File: config.mk
export PLATFORM = sky130hd
export DESIGN_NAME = ctlword_rx
export DESIGN_NICKNAME = d
export VERILOG_FILES = /design/src/rtl/ctlword_rx_pkg.sv /design/src/rtl/ctlword_vote3.sv /design/src/rtl/ctlword_phase_fsm.sv /design/src/rtl/ctlword_rx.sv
export SDC_FILE = /design/constraint.sdc
export NUM_CORES = 1
export LEC_CHECK = 0
export CORE_MARGIN = 4
export CORE_UTILIZATION = 60
export CTS_CLUSTER_SIZE = 24
export DETAILED_ROUTE_END_ITERATION = 10
export DONT_BUFFER_PORTS = 1
export HOLD_SLACK_MARGIN = 0.15
export PLACE_DENSITY = 0.76
export SYNTH_ARGS = -nofsm -noshare
export SYNTH_HDL_FRONTEND = slang
export SYNTH_SLANG_ARGS = --single-unit
File: constraint.sdc
create_clock -name clk_i -period 1.5 [get_ports clk_i]
set_input_delay 0.075 -clock clk_i [delete_from_list [all_inputs] [get_ports clk_i]]
set_output_delay 0.075 -clock clk_i [all_outputs]
set_load 0.05 [all_outputs]
File: src/rtl/ctlword_rx_pkg.sv
package ctlword_rx_pkg;

    typedef enum logic [1:0] {
        KIND_VIDEO = 2'd0,
        KIND_CTRL  = 2'd1,
        KIND_TRANS = 2'd2,
        KIND_RSVD  = 2'd3
    } word_kind_e;

    typedef enum logic [1:0] {
        PH_IDLE  = 2'd0,
        PH_CTRL  = 2'd1,
        PH_VIDEO = 2'd2,
        PH_TRANS = 2'd3
    } link_phase_e;

endpackage

File: src/rtl/ctlword_vote3.sv
module ctlword_vote3 (
    input  logic [2:0] copies_i,
    output logic       bit_o,
    output logic       split_o
);
    always_comb begin
        bit_o   = (copies_i[0] & copies_i[1]) | (copies_i[0] & copies_i[2])
                | (copies_i[1] & copies_i[2]);
        split_o = (copies_i != 3'b000) && (copies_i != 3'b111);
    end


    always_comb begin
        if (!split_o) begin
            unanimous_vote_chk: assert (copies_i == {3{bit_o}});
        end
    end
endmodule

File: src/rtl/ctlword_phase_fsm.sv
module ctlword_phase_fsm
    import ctlword_rx_pkg::*;
(
    input  logic        clk_i,
    input  logic        rst_ni,
    input  logic        valid_i,
    input  word_kind_e  kind_i,
    output link_phase_e phase_o,
    output logic        ld_ctrl_o,
    output logic        ld_video_o
);
    link_phase_e state_q, state_d;

    always_comb begin
        state_d = state_q;
        if (valid_i) begin
            unique case (kind_i)
                KIND_CTRL:  state_d = PH_CTRL;
                KIND_VIDEO: state_d = PH_VIDEO;
                KIND_TRANS: state_d = PH_TRANS;
                KIND_RSVD:  state_d = PH_TRANS;
                default:    state_d = PH_TRANS;
            endcase
        end
    end

    always_ff @(posedge clk_i) begin
        if (!rst_ni) state_q <= PH_IDLE;
        else         state_q <= state_d;
    end

    always_comb begin
        phase_o    = state_q;
        ld_ctrl_o  = valid_i && (kind_i == KIND_CTRL);
        ld_video_o = valid_i && (kind_i == KIND_VIDEO);
    end


    video_phase_chk: assert property (@(posedge clk_i) disable iff (!rst_ni)
        (valid_i && kind_i == KIND_VIDEO) |=> (phase_o == PH_VIDEO));


    idle_hold_phase_chk: assert property (@(posedge clk_i) disable iff (!rst_ni)
        !valid_i |=> $stable(phase_o));
endmodule

File: src/rtl/ctlword_rx.sv
module ctlword_rx
    import ctlword_rx_pkg::*;
#(
    parameter int NUM_VOTED = 5,
    parameter int NUM_PLAIN = 4
) (
    input  logic                                 clk_i,
    input  logic                                 rst_ni,
    input  logic                                 word_valid_i,
    input  logic [1:0]                           word_kind_i,
    input  logic [3*NUM_VOTED+NUM_PLAIN:0]       word_i,
    output logic [NUM_VOTED+NUM_PLAIN-1:0]       ctrl_o,
    output logic [3*NUM_VOTED+NUM_PLAIN-2:0]     video_o,
    output logic                                 fix_o,
    output logic [1:0]                           phase_o
);
    localparam int WORD_W    = 3*NUM_VOTED + NUM_PLAIN + 1;
    localparam int CTRL_W    = NUM_VOTED + NUM_PLAIN;
    localparam int VID_W     = WORD_W - 2;
    localparam int PLAIN_LSB = 1 + 3*NUM_VOTED;

    word_kind_e  kind;
    link_phase_e phase;
    logic        ld_ctrl, ld_video;
    logic [NUM_VOTED-1:0] voted, split;
    logic [CTRL_W-1:0]    ctrl_q;
    logic [VID_W-1:0]     video_q;
    logic                 fix_q;
    logic                 unused_enc_bit;

    assign kind           = word_kind_e'(word_kind_i);
    assign unused_enc_bit = word_i[0];

    ctlword_phase_fsm u_fsm (
        .clk_i      (clk_i),
        .rst_ni     (rst_ni),
        .valid_i    (word_valid_i),
        .kind_i     (kind),
        .phase_o    (phase),
        .ld_ctrl_o  (ld_ctrl),
        .ld_video_o (ld_video)
    );

    for (genvar g = 0; g < NUM_VOTED; g++) begin : g_vote
        ctlword_vote3 u_vote (
            .copies_i (word_i[1 + 3*g +: 3]),
            .bit_o    (voted[g]),
            .split_o  (split[g])
        );
    end

    always_ff @(posedge clk_i) begin
        if (!rst_ni) begin
            ctrl_q  <= '0;
            video_q <= '0;
            fix_q   <= 1'b0;
        end else begin
            fix_q <= ld_ctrl && (|split);
            if (ld_ctrl)  ctrl_q  <= {word_i[PLAIN_LSB +: NUM_PLAIN], voted};
            if (ld_video) video_q <= word_i[WORD_W-1:2];
        end
    end

    assign ctrl_o  = ctrl_q;
    assign video_o = video_q;
    assign fix_o   = fix_q;
    assign phase_o = phase;


    fix_after_ctrl_chk: assert property (@(posedge clk_i) disable iff (!rst_ni)
        fix_o |-> $past(word_valid_i && word_kind_i == 2'd1));


    ctrl_hold_chk: assert property (@(posedge clk_i) disable iff (!rst_ni)
        !(word_valid_i && word_kind_i == 2'd1) |=> $stable(ctrl_o));


    video_hold_chk: assert property (@(posedge clk_i) disable iff (!rst_ni)
        !(word_valid_i && word_kind_i == 2'd0) |=> $stable(video_o));


    idle_no_fix_chk: assert property (@(posedge clk_i) disable iff (!rst_ni)
        !word_valid_i |=> !fix_o);
endmodule

==> results of run 1 <==
-- cell families after synthesis --
| logic type | Yosys count |
|---|---|
| flops | 30 |
| compound gates | 32 |
| fa+ha+maj | 5 |
| buf+inv | 6 |
| simple gates | 53 |
-- stage by stage --
| step | cells | hold WS (ns) | utilization [%] |
|---|---|---|---|
| 2_1_floorplan | 126 | 0.1852 | - |
| 3_3_place_gp | 176 | 0.1877 | 77.09 |
| 3_5_place_dp | 176 | 0.1954 | 77.09 |
-- synthesized netlist by cell type --
cell       n  area (um^2)
nand2_1   36        135.1
nand3b_1   1        7.510
and3_1     5        31.28
buf_6      3        33.78
a21oi_1   18        90.09
o21a_1     1        7.510
a22o_1     9        78.83
o22ai_1    2        12.51
o21ai_0    1        5.000
nor3_1     5        25.02
maj3_1     5        50.05
nor2_1     2        7.510
clkbuf_1   1        3.750
dfxtp_1   30        600.6
or3b_1     1        8.760
o31a_1     1        8.760
inv_2      1        3.750
and2_1     1        6.260
nor3b_4    1        18.77
buf_2      1        5.000
nor2_2     1        6.260
==> flow_summary.json, run 1 <==
{
  "synthesis.nets": 151,
  "syn_inst": 126,
  "place_area_mm2": 0.001360,
  "status": "stopped before the end",
  "synth_compound_area_share_pct": 17.69,
  "ys_seq_area_share_pct": 52.40,
  "synth_cell_types": 21,
  "avgSynthCellArea_um2": 9.096,
  "gp_congestion": 0.7778,
  "synth_xor_area_share_pct": 0,
  "synth_warnings": 0,
  "synthSimpleGateAreaFrac_pct": 21.51,
  "cts-root-buf": "clkbuf_4",
  "cts_hold_buf": 39,
  "synthMuxAreaShare_pct": 0,
  "io_buffers": 0,
  "hpwl_um": 1950,
  "die_width_um": 51.71,
  "synth_top_family_by_area": "simple AND/OR/NAND/NOR gates",
  "clockBufferDepth": 2,
  "lastStage": "4_1_cts",
  "clkSinkCount": 30,
  "die_h_um": 51.71,
  "cts_resized": 0,
  "cts-htree-levels": 2,
  "io_pins": 55,
  "synthAdderAreaFrac_pct": 4.367,
  "mappedNetlistArea_mm2": 0.001146,
  "cts_setup_buffers": 0,
  "error": "[ERROR DPL-0038] Utilization greater than 100%, impossible to legalize",
  "std_cell_rows": 15,
  "numCtsBuffers": 5,
  "start_util_pct": 64.96,
  "synth_seq_cells": 30,
  "dp_slack_ns": 0.4110
}
==> run 2: changes to the inputs <==
--- a/config.mk
+++ b/config.mk
@@ -5,13 +5,11 @@
 export SDC_FILE = /design/constraint.sdc
 export NUM_CORES = 1
 export LEC_CHECK = 0
-export CORE_MARGIN = 4
-export CORE_UTILIZATION = 60
-export CTS_CLUSTER_SIZE = 24
+export CORE_AREA = 4 4 65 67
 export DETAILED_ROUTE_END_ITERATION = 10
+export DIE_AREA = 0 0 69 71
 export DONT_BUFFER_PORTS = 1
-export HOLD_SLACK_MARGIN = 0.15
-export PLACE_DENSITY = 0.76
+export PLACE_DENSITY_LB_ADDON = 0.15
 export SYNTH_ARGS = -nofsm -noshare
 export SYNTH_HDL_FRONTEND = slang
 export SYNTH_SLANG_ARGS = --single-unit
==> run 2 against run 1 <==
- the flow now finishes without violations
- synthesized cell count stayed put
- synthesized area unchanged
==> flow_summary.json, run 2 <==
{
  "status": "finished, final reports clean",
  "cp-start-kind": "flop",
  "final_nets": 203,
  "period_share_pct": 65.34,
  "min_path_type": "in2reg",
  "crit_type": "reg2out",
  "synth_top_cell_area_share_pct": 52.40,
  "grt_pass1_wl_um": 5347,
  "first_iter_violations": 5,
  "vdd_drop_max_uv": 516.2,
  "fin_skew_ns": 0,
  "rr_startpoint": "u_fsm.phase_o[0]",
  "tns_ns": 0,
  "setup_viol": 0,
  "cp_data_arrival_time_ns": 0.91,
  "synthSimpleGateAreaFrac_pct": 21.51,
  "die_width_um": 69,
  "grt_overflow": 0,
  "cts_resized": 0,
  "synth_seq_cells": 30,
  "instances_no_fill": 226,
  "finalHoldViolCount": 0,
  "cts-htree-levels": 2,
  "final_cell_mix": "nand2_1 (36), dfxtp_1 (30), buf_4 (30)",
  "whs_endpoint": "ctrl_o[3]",
  "track_usage_pct": 13.94,
  "synthMuxAreaShare_pct": 0,
  "ys_top_cells_by_area": "dfxtp_1 (52%), nand2_1 (12%), a21oi_1 (7.9%), a22o_1 (6.9%), maj3_1 (4.4%)",
  "cp-end-kind": "primary output",
  "dp_slack_ns": 0.3575,
  "ff2ff_setup_slack_ns": 0.69,
  "clkSinkCount": 30,
  "place_area_mm2": 0.001389,
  "p_comb_share_pct": 16.2,
  "synthAdderAreaFrac_pct": 4.367,
  "wirelength_um": 3233,
  "maxCapViolations": 0,
  "cts_setup_buffers": 0,
  "drc_errors": 0,
  "grt_max_degree": 20,
  "slew_violations": 0,
  "post-route-min-period_ns": 0.9801,
  "synth_edf_count": 0,
  "antenna_cells": 0,
  "drive_gt1_share_pct": 21.35,
  "p_int_mw": 1.252,
  "cts_hold_buf": 20,
  "cts_tree": "done",
  "postSynth.asyncResetShare_pct": 0,
  "gp_congestion": 0.7692,
  "largest_register_ff_count": 18,
  "ant_nets": 0,
  "post_drt_wl_per_cell_um": 14.31,
  "leakage_nw": 0.6785,
  "die_h_um": 71,
  "cts-root-buf": "clkbuf_8",
  "num_vias": 1082,
  "die_area_mm2": 0.004899,
  "ys_seq_area_share_pct": 52.40,
  "crit_fanout": 1,
  "synth_cell_types": 21,
  "synth.most_common_cell": "nand2_1",
  "min_path_cells": 2,
  "antenna_found_initial": 0,
  "switching_share_pct": 26.62,
  "rsz0062_at_grt": "no",
  "grt_pass1_vias": 1118,
  "synth_compound_area_share_pct": 17.69,
  "cp_data_required_time_ns": 1.42,
  "start_util_pct": 31.54,
  "core_mm2": 0.003633,
  "syn2layout_area_growth_pct": 45.31,
  "io_buffers": 0,
  "synth_common_cells": "nand2_1 (36), dfxtp_1 (30), a21oi_1 (18)",
  "r2r-end": "u_fsm.phase_o[0]",
  "clockBufferDepth": 2,
  "synth_xor_area_share_pct": 0,
  "first_pass_iters": 4,
  "std_cell_rows": 22,
  "layout_commonest_cell": "nand2_1",
  "numCtsBuffers": 5,
  "synth_top_area_cell": "dfxtp_1",
  "slew_headroom_pct": 55.72,
  "clk_pin_slew_ns": 0.06,
  "hp-start": "word_i[11]",
  "hpwl_um": 2292,
  "p_seq_share_pct": 49.4,
  "reg2reg_depth": 3,
  "synthFlopType": "dfxtp_1",
  "mappedNetlistArea_mm2": 0.001146,
  "p_sw_mw": 0.4544,
  "clockPowerShare_pct": 34.4,
  "tightest_slew_ns": 0.6642,
  "vias_per_cell": 4.788,
  "fmax_mhz": 1020,
  "clk_latency_ns": 0.27,
  "syn_inst": 126,
  "place_inst": 199,
  "pwr_density_cell_mw_per_mm2": 1025,
  "io_pins": 55,
  "setup_slack_ns": 0.5199,
  "synth_top_family_by_area": "simple AND/OR/NAND/NOR gates",
  "synth_warnings": 0,
  "fin_area_mm2": 0.001665,
  "avgSynthCellArea_um2": 9.096,
  "synthesis.nets": 151
}
run 2: area by class of cell:
class | count | area (um^2)
inverter | 1 | 3.754
clock buffer | 7 | 76.32
timing repair buffer | 50 | 425.4
multi-input combinational | 90 | 499.2
tap | 48 | 60.06
fill | 392 | 1968
sequential | 30 | 600.6
run 2: worst max path at each step:
stage	startpoint	endpoint	cells past startpoint
2_1_floorplan	word_kind_i[0]	video_o[0]	5
3_3_place_gp	word_kind_i[0]	video_o[13]	3
3_5_place_dp	word_kind_i[0]	video_o[14]	3
4_1_cts	fix_o	fix_o	0
5_1_grt	fix_o	fix_o	0
6_report	fix_o	fix_o	0
run 2: power groups by stage:
stage / registers, mW / clock network (mW) / logic [mW]
after detailed placement: 0.861 / 0 / 0.234
after CTS: 0.843 / 0.605 / 0.280
after global placement: 0.859 / 0 / 0.232
final: 0.843 / 0.587 / 0.277
after global routing: 0.845 / 0.646 / 0.297
after floorplan: 0.959 / 0 / 0.0773
run 2: routing by layer:
metal | wire length [um] | global-route usage, % | vias up
li1 | - | - | 543
met1 | 1284 | 13.50 | 490
met2 | 1614 | 25.21 | 44
met3 | 291 | 7.670 | 5
met4 | 42 | 4.555 | 0
met5 | 0 | 0 | -
run 2: cell families (layout without fill, tap and decap cells):
family | after synthesis | count (layout)
buf+inv | 6 | 58
simple gates | 53 | 53
flops | 30 | 30
compound gates | 32 | 32
fa+ha+maj | 5 | 5
run 2: per-stage QoR:
step	total power, mW	hold slack [ns]	utilization (%)
2_1_floorplan	1.036	0.1852	-
3_3_place_gp	1.091	0.1882	38.22
3_5_place_dp	1.095	0.1993	38.22
4_1_cts	1.729	0.05771	45.83
5_1_grt	1.789	0.06904	45.83
6_report	1.707	0.06717	45.83
(Power assumes the default switching activity.)
==> run 3: changes to the inputs <==
==> constraint.sdc (replaced) <==
create_clock -name clk_i -period 0.92 [get_ports clk_i]
set_input_delay 0.046 -clock clk_i [delete_from_list [all_inputs] [get_ports clk_i]]
set_output_delay 0.046 -clock clk_i [all_outputs]
set_load 0.05 [all_outputs]
==> run 3 against run 2 <==
- combinational power is 69% higher
- die area unchanged
- core utilization is 1.6 points higher
- design area up 3.5%
- sequential share of layout area down 1.2 points
- via count is 3.0% higher
- clock power up 72%
- sequential power grew 63%
- hold slack worse by 0.028 ns
- clock skew unchanged
- critical path type unchanged
==> flow_summary.json, run 3 (synthesized netlist as in run 2, its figures left out) <==
{
  "status": "finished, final reports clean",
  "tns_ns": 0,
  "numCtsBuffers": 5,
  "final_cell_mix": "buf_4 (37), nand2_1 (36), dfxtp_1 (30)",
  "wirelength_um": 3131,
  "crit_fanout": 2,
  "leakage_nw": 0.7171,
  "reg2reg_depth": 1,
  "first_iter_violations": 13,
  "cp_data_arrival_time_ns": 0.82,
  "crit_path_start": "video_o[1]",
  "grt_overflow": 0,
  "num_vias": 1114,
  "slew_headroom_pct": 71.35,
  "hpwl_um": 2247,
  "post_drt_wl_per_cell_um": 13.50,
  "cp-end-kind": "primary output",
  "start_util_pct": 31.54,
  "post-route-min-period_ns": 0.8637,
  "vias_per_cell": 4.802,
  "first_pass_iters": 4,
  "std_cell_rows": 22,
  "period_share_pct": 93.88,
  "cp_data_required_time_ns": 0.87,
  "die_width_um": 69,
  "drive_gt1_share_pct": 25.00,
  "cp_top_family": "flip-flops",
  "syn2layout_area_growth_pct": 50.44,
  "crit_type": "reg2out",
  "ff2ff_setup_slack_ns": 0.30,
  "fin_skew_ns": 0,
  "gp_congestion": 0.6610,
  "io_pins": 55,
  "critPathBufInv": 1,
  "cp-endpoint": "video_o[1]",
  "cts_tree": "done",
  "clk_pin_slew_ns": 0.06,
  "finalHoldViolCount": 0,
  "clk_latency_ns": 0.27,
  "nFillCells": 365,
  "worstSetupPathDepth": 1,
  "grt_max_degree": 19,
  "final_nets": 210,
  "slew_violations": 0,
  "cts-htree-levels": 2,
  "drc_errors": 0,
  "layout_commonest_cell": "buf_4",
  "pwr_density_cell_mw_per_mm2": 1654,
  "track_usage_pct": 12.82,
  "rr_startpoint": "ctrl_o[5]",
  "antenna_cells": 0,
  "slowest_delay_ns": 0.34,
  "grt_pass1_wl_um": 5016,
  "largest_register_ff_count": 18,
  "clkSinkCount": 30,
  "cp-start-kind": "flop",
  "die_h_um": 71,
  "core_mm2": 0.003633,
  "clockBufferDepth": 2,
  "tightest_slew_ns": 0.4298,
  "fmax_mhz": 1158,
  "die_area_mm2": 0.004899,
  "io_buffers": 0,
  "critPathSlowestCell": "dfxtp_1",
  "setup_viol": 0,
  "cts-root-buf": "clkbuf_8",
  "vdd_drop_max_uv": 1025,
  "grt_pass1_vias": 1102,
  "fin_area_mm2": 0.001724,
  "r2r-end": "ctrl_o[5]",
  "antenna_found_initial": 0,
  "ant_nets": 0,
  "min_path_type": "in2reg",
  "crit_chain": "buf_4",
  "maxCapViolations": 0,
  "place_area_mm2": 0.001441,
  "rsz0062_at_grt": "no"
}
run 3: worst min path at each step:
stage	slack [ns]	cells after the start	to	from
global route	0.04	2	ctrl_o[4]	word_i[14]
floorplan	0.16	1	u_fsm.phase_o[1]	word_valid_i
detailed placement	0.16	1	u_fsm.phase_o[1]	word_valid_i
finish	0.04	2	ctrl_o[1]	word_i[5]
global placement	0.16	1	u_fsm.phase_o[1]	word_valid_i
CTS	0.03	2	ctrl_o[1]	word_i[5]
run 3: final cells by class:
class | count | area (um^2) | share of cell area, %
Sequential cell | 30 | 600.6 | 34.83
Inverter | 1 | 3.754 | 0.2177
Tap cell | 48 | 60.06 | 3.483
Multi-Input combinational cell | 90 | 499.2 | 28.96
Timing Repair Buffer | 57 | 478.0 | 27.72
Clock buffer | 6 | 82.58 | 4.790
run 3: where the power goes:
group | internal (mW) | total, mW | switching, mW
Clock | 0.575 | 1.01 | 0.434
Sequential | 1.35 | 1.37 | 0.0242
Combinational | 0.189 | 0.469 | 0.280
Total | 2.11 | 2.85 | 0.739
run 3: stage by stage:
step	total power, mW	instances	hold slack, ns	utilization (%)	setup WS (ns)
after floorplan	1.689	126	0.1562	-	-0.006671
after global placement	1.795	206	0.1620	39.67	0.03232
after detailed placement	1.802	206	0.1604	39.67	-0.005999
after CTS	2.898	232	0.03206	47.45	0.03755
after global routing	2.983	232	0.03825	47.45	0.01327
final	2.851	232	0.03932	47.45	0.05628
run 3: layer usage:
metal,track usage (%),vias up,wire length [um]
met5,0,-,0
met4,5.206,0,17
met3,6.108,2,239
met2,21.93,35,1591
met1,13.59,521,1282
li1,-,556,-
run 3: timing repair:
action	in CTS	in global routing
hold buffers	20	0
resized for setup	0	0
hold endpoints to repair	24	0
buffers inserted	0	0
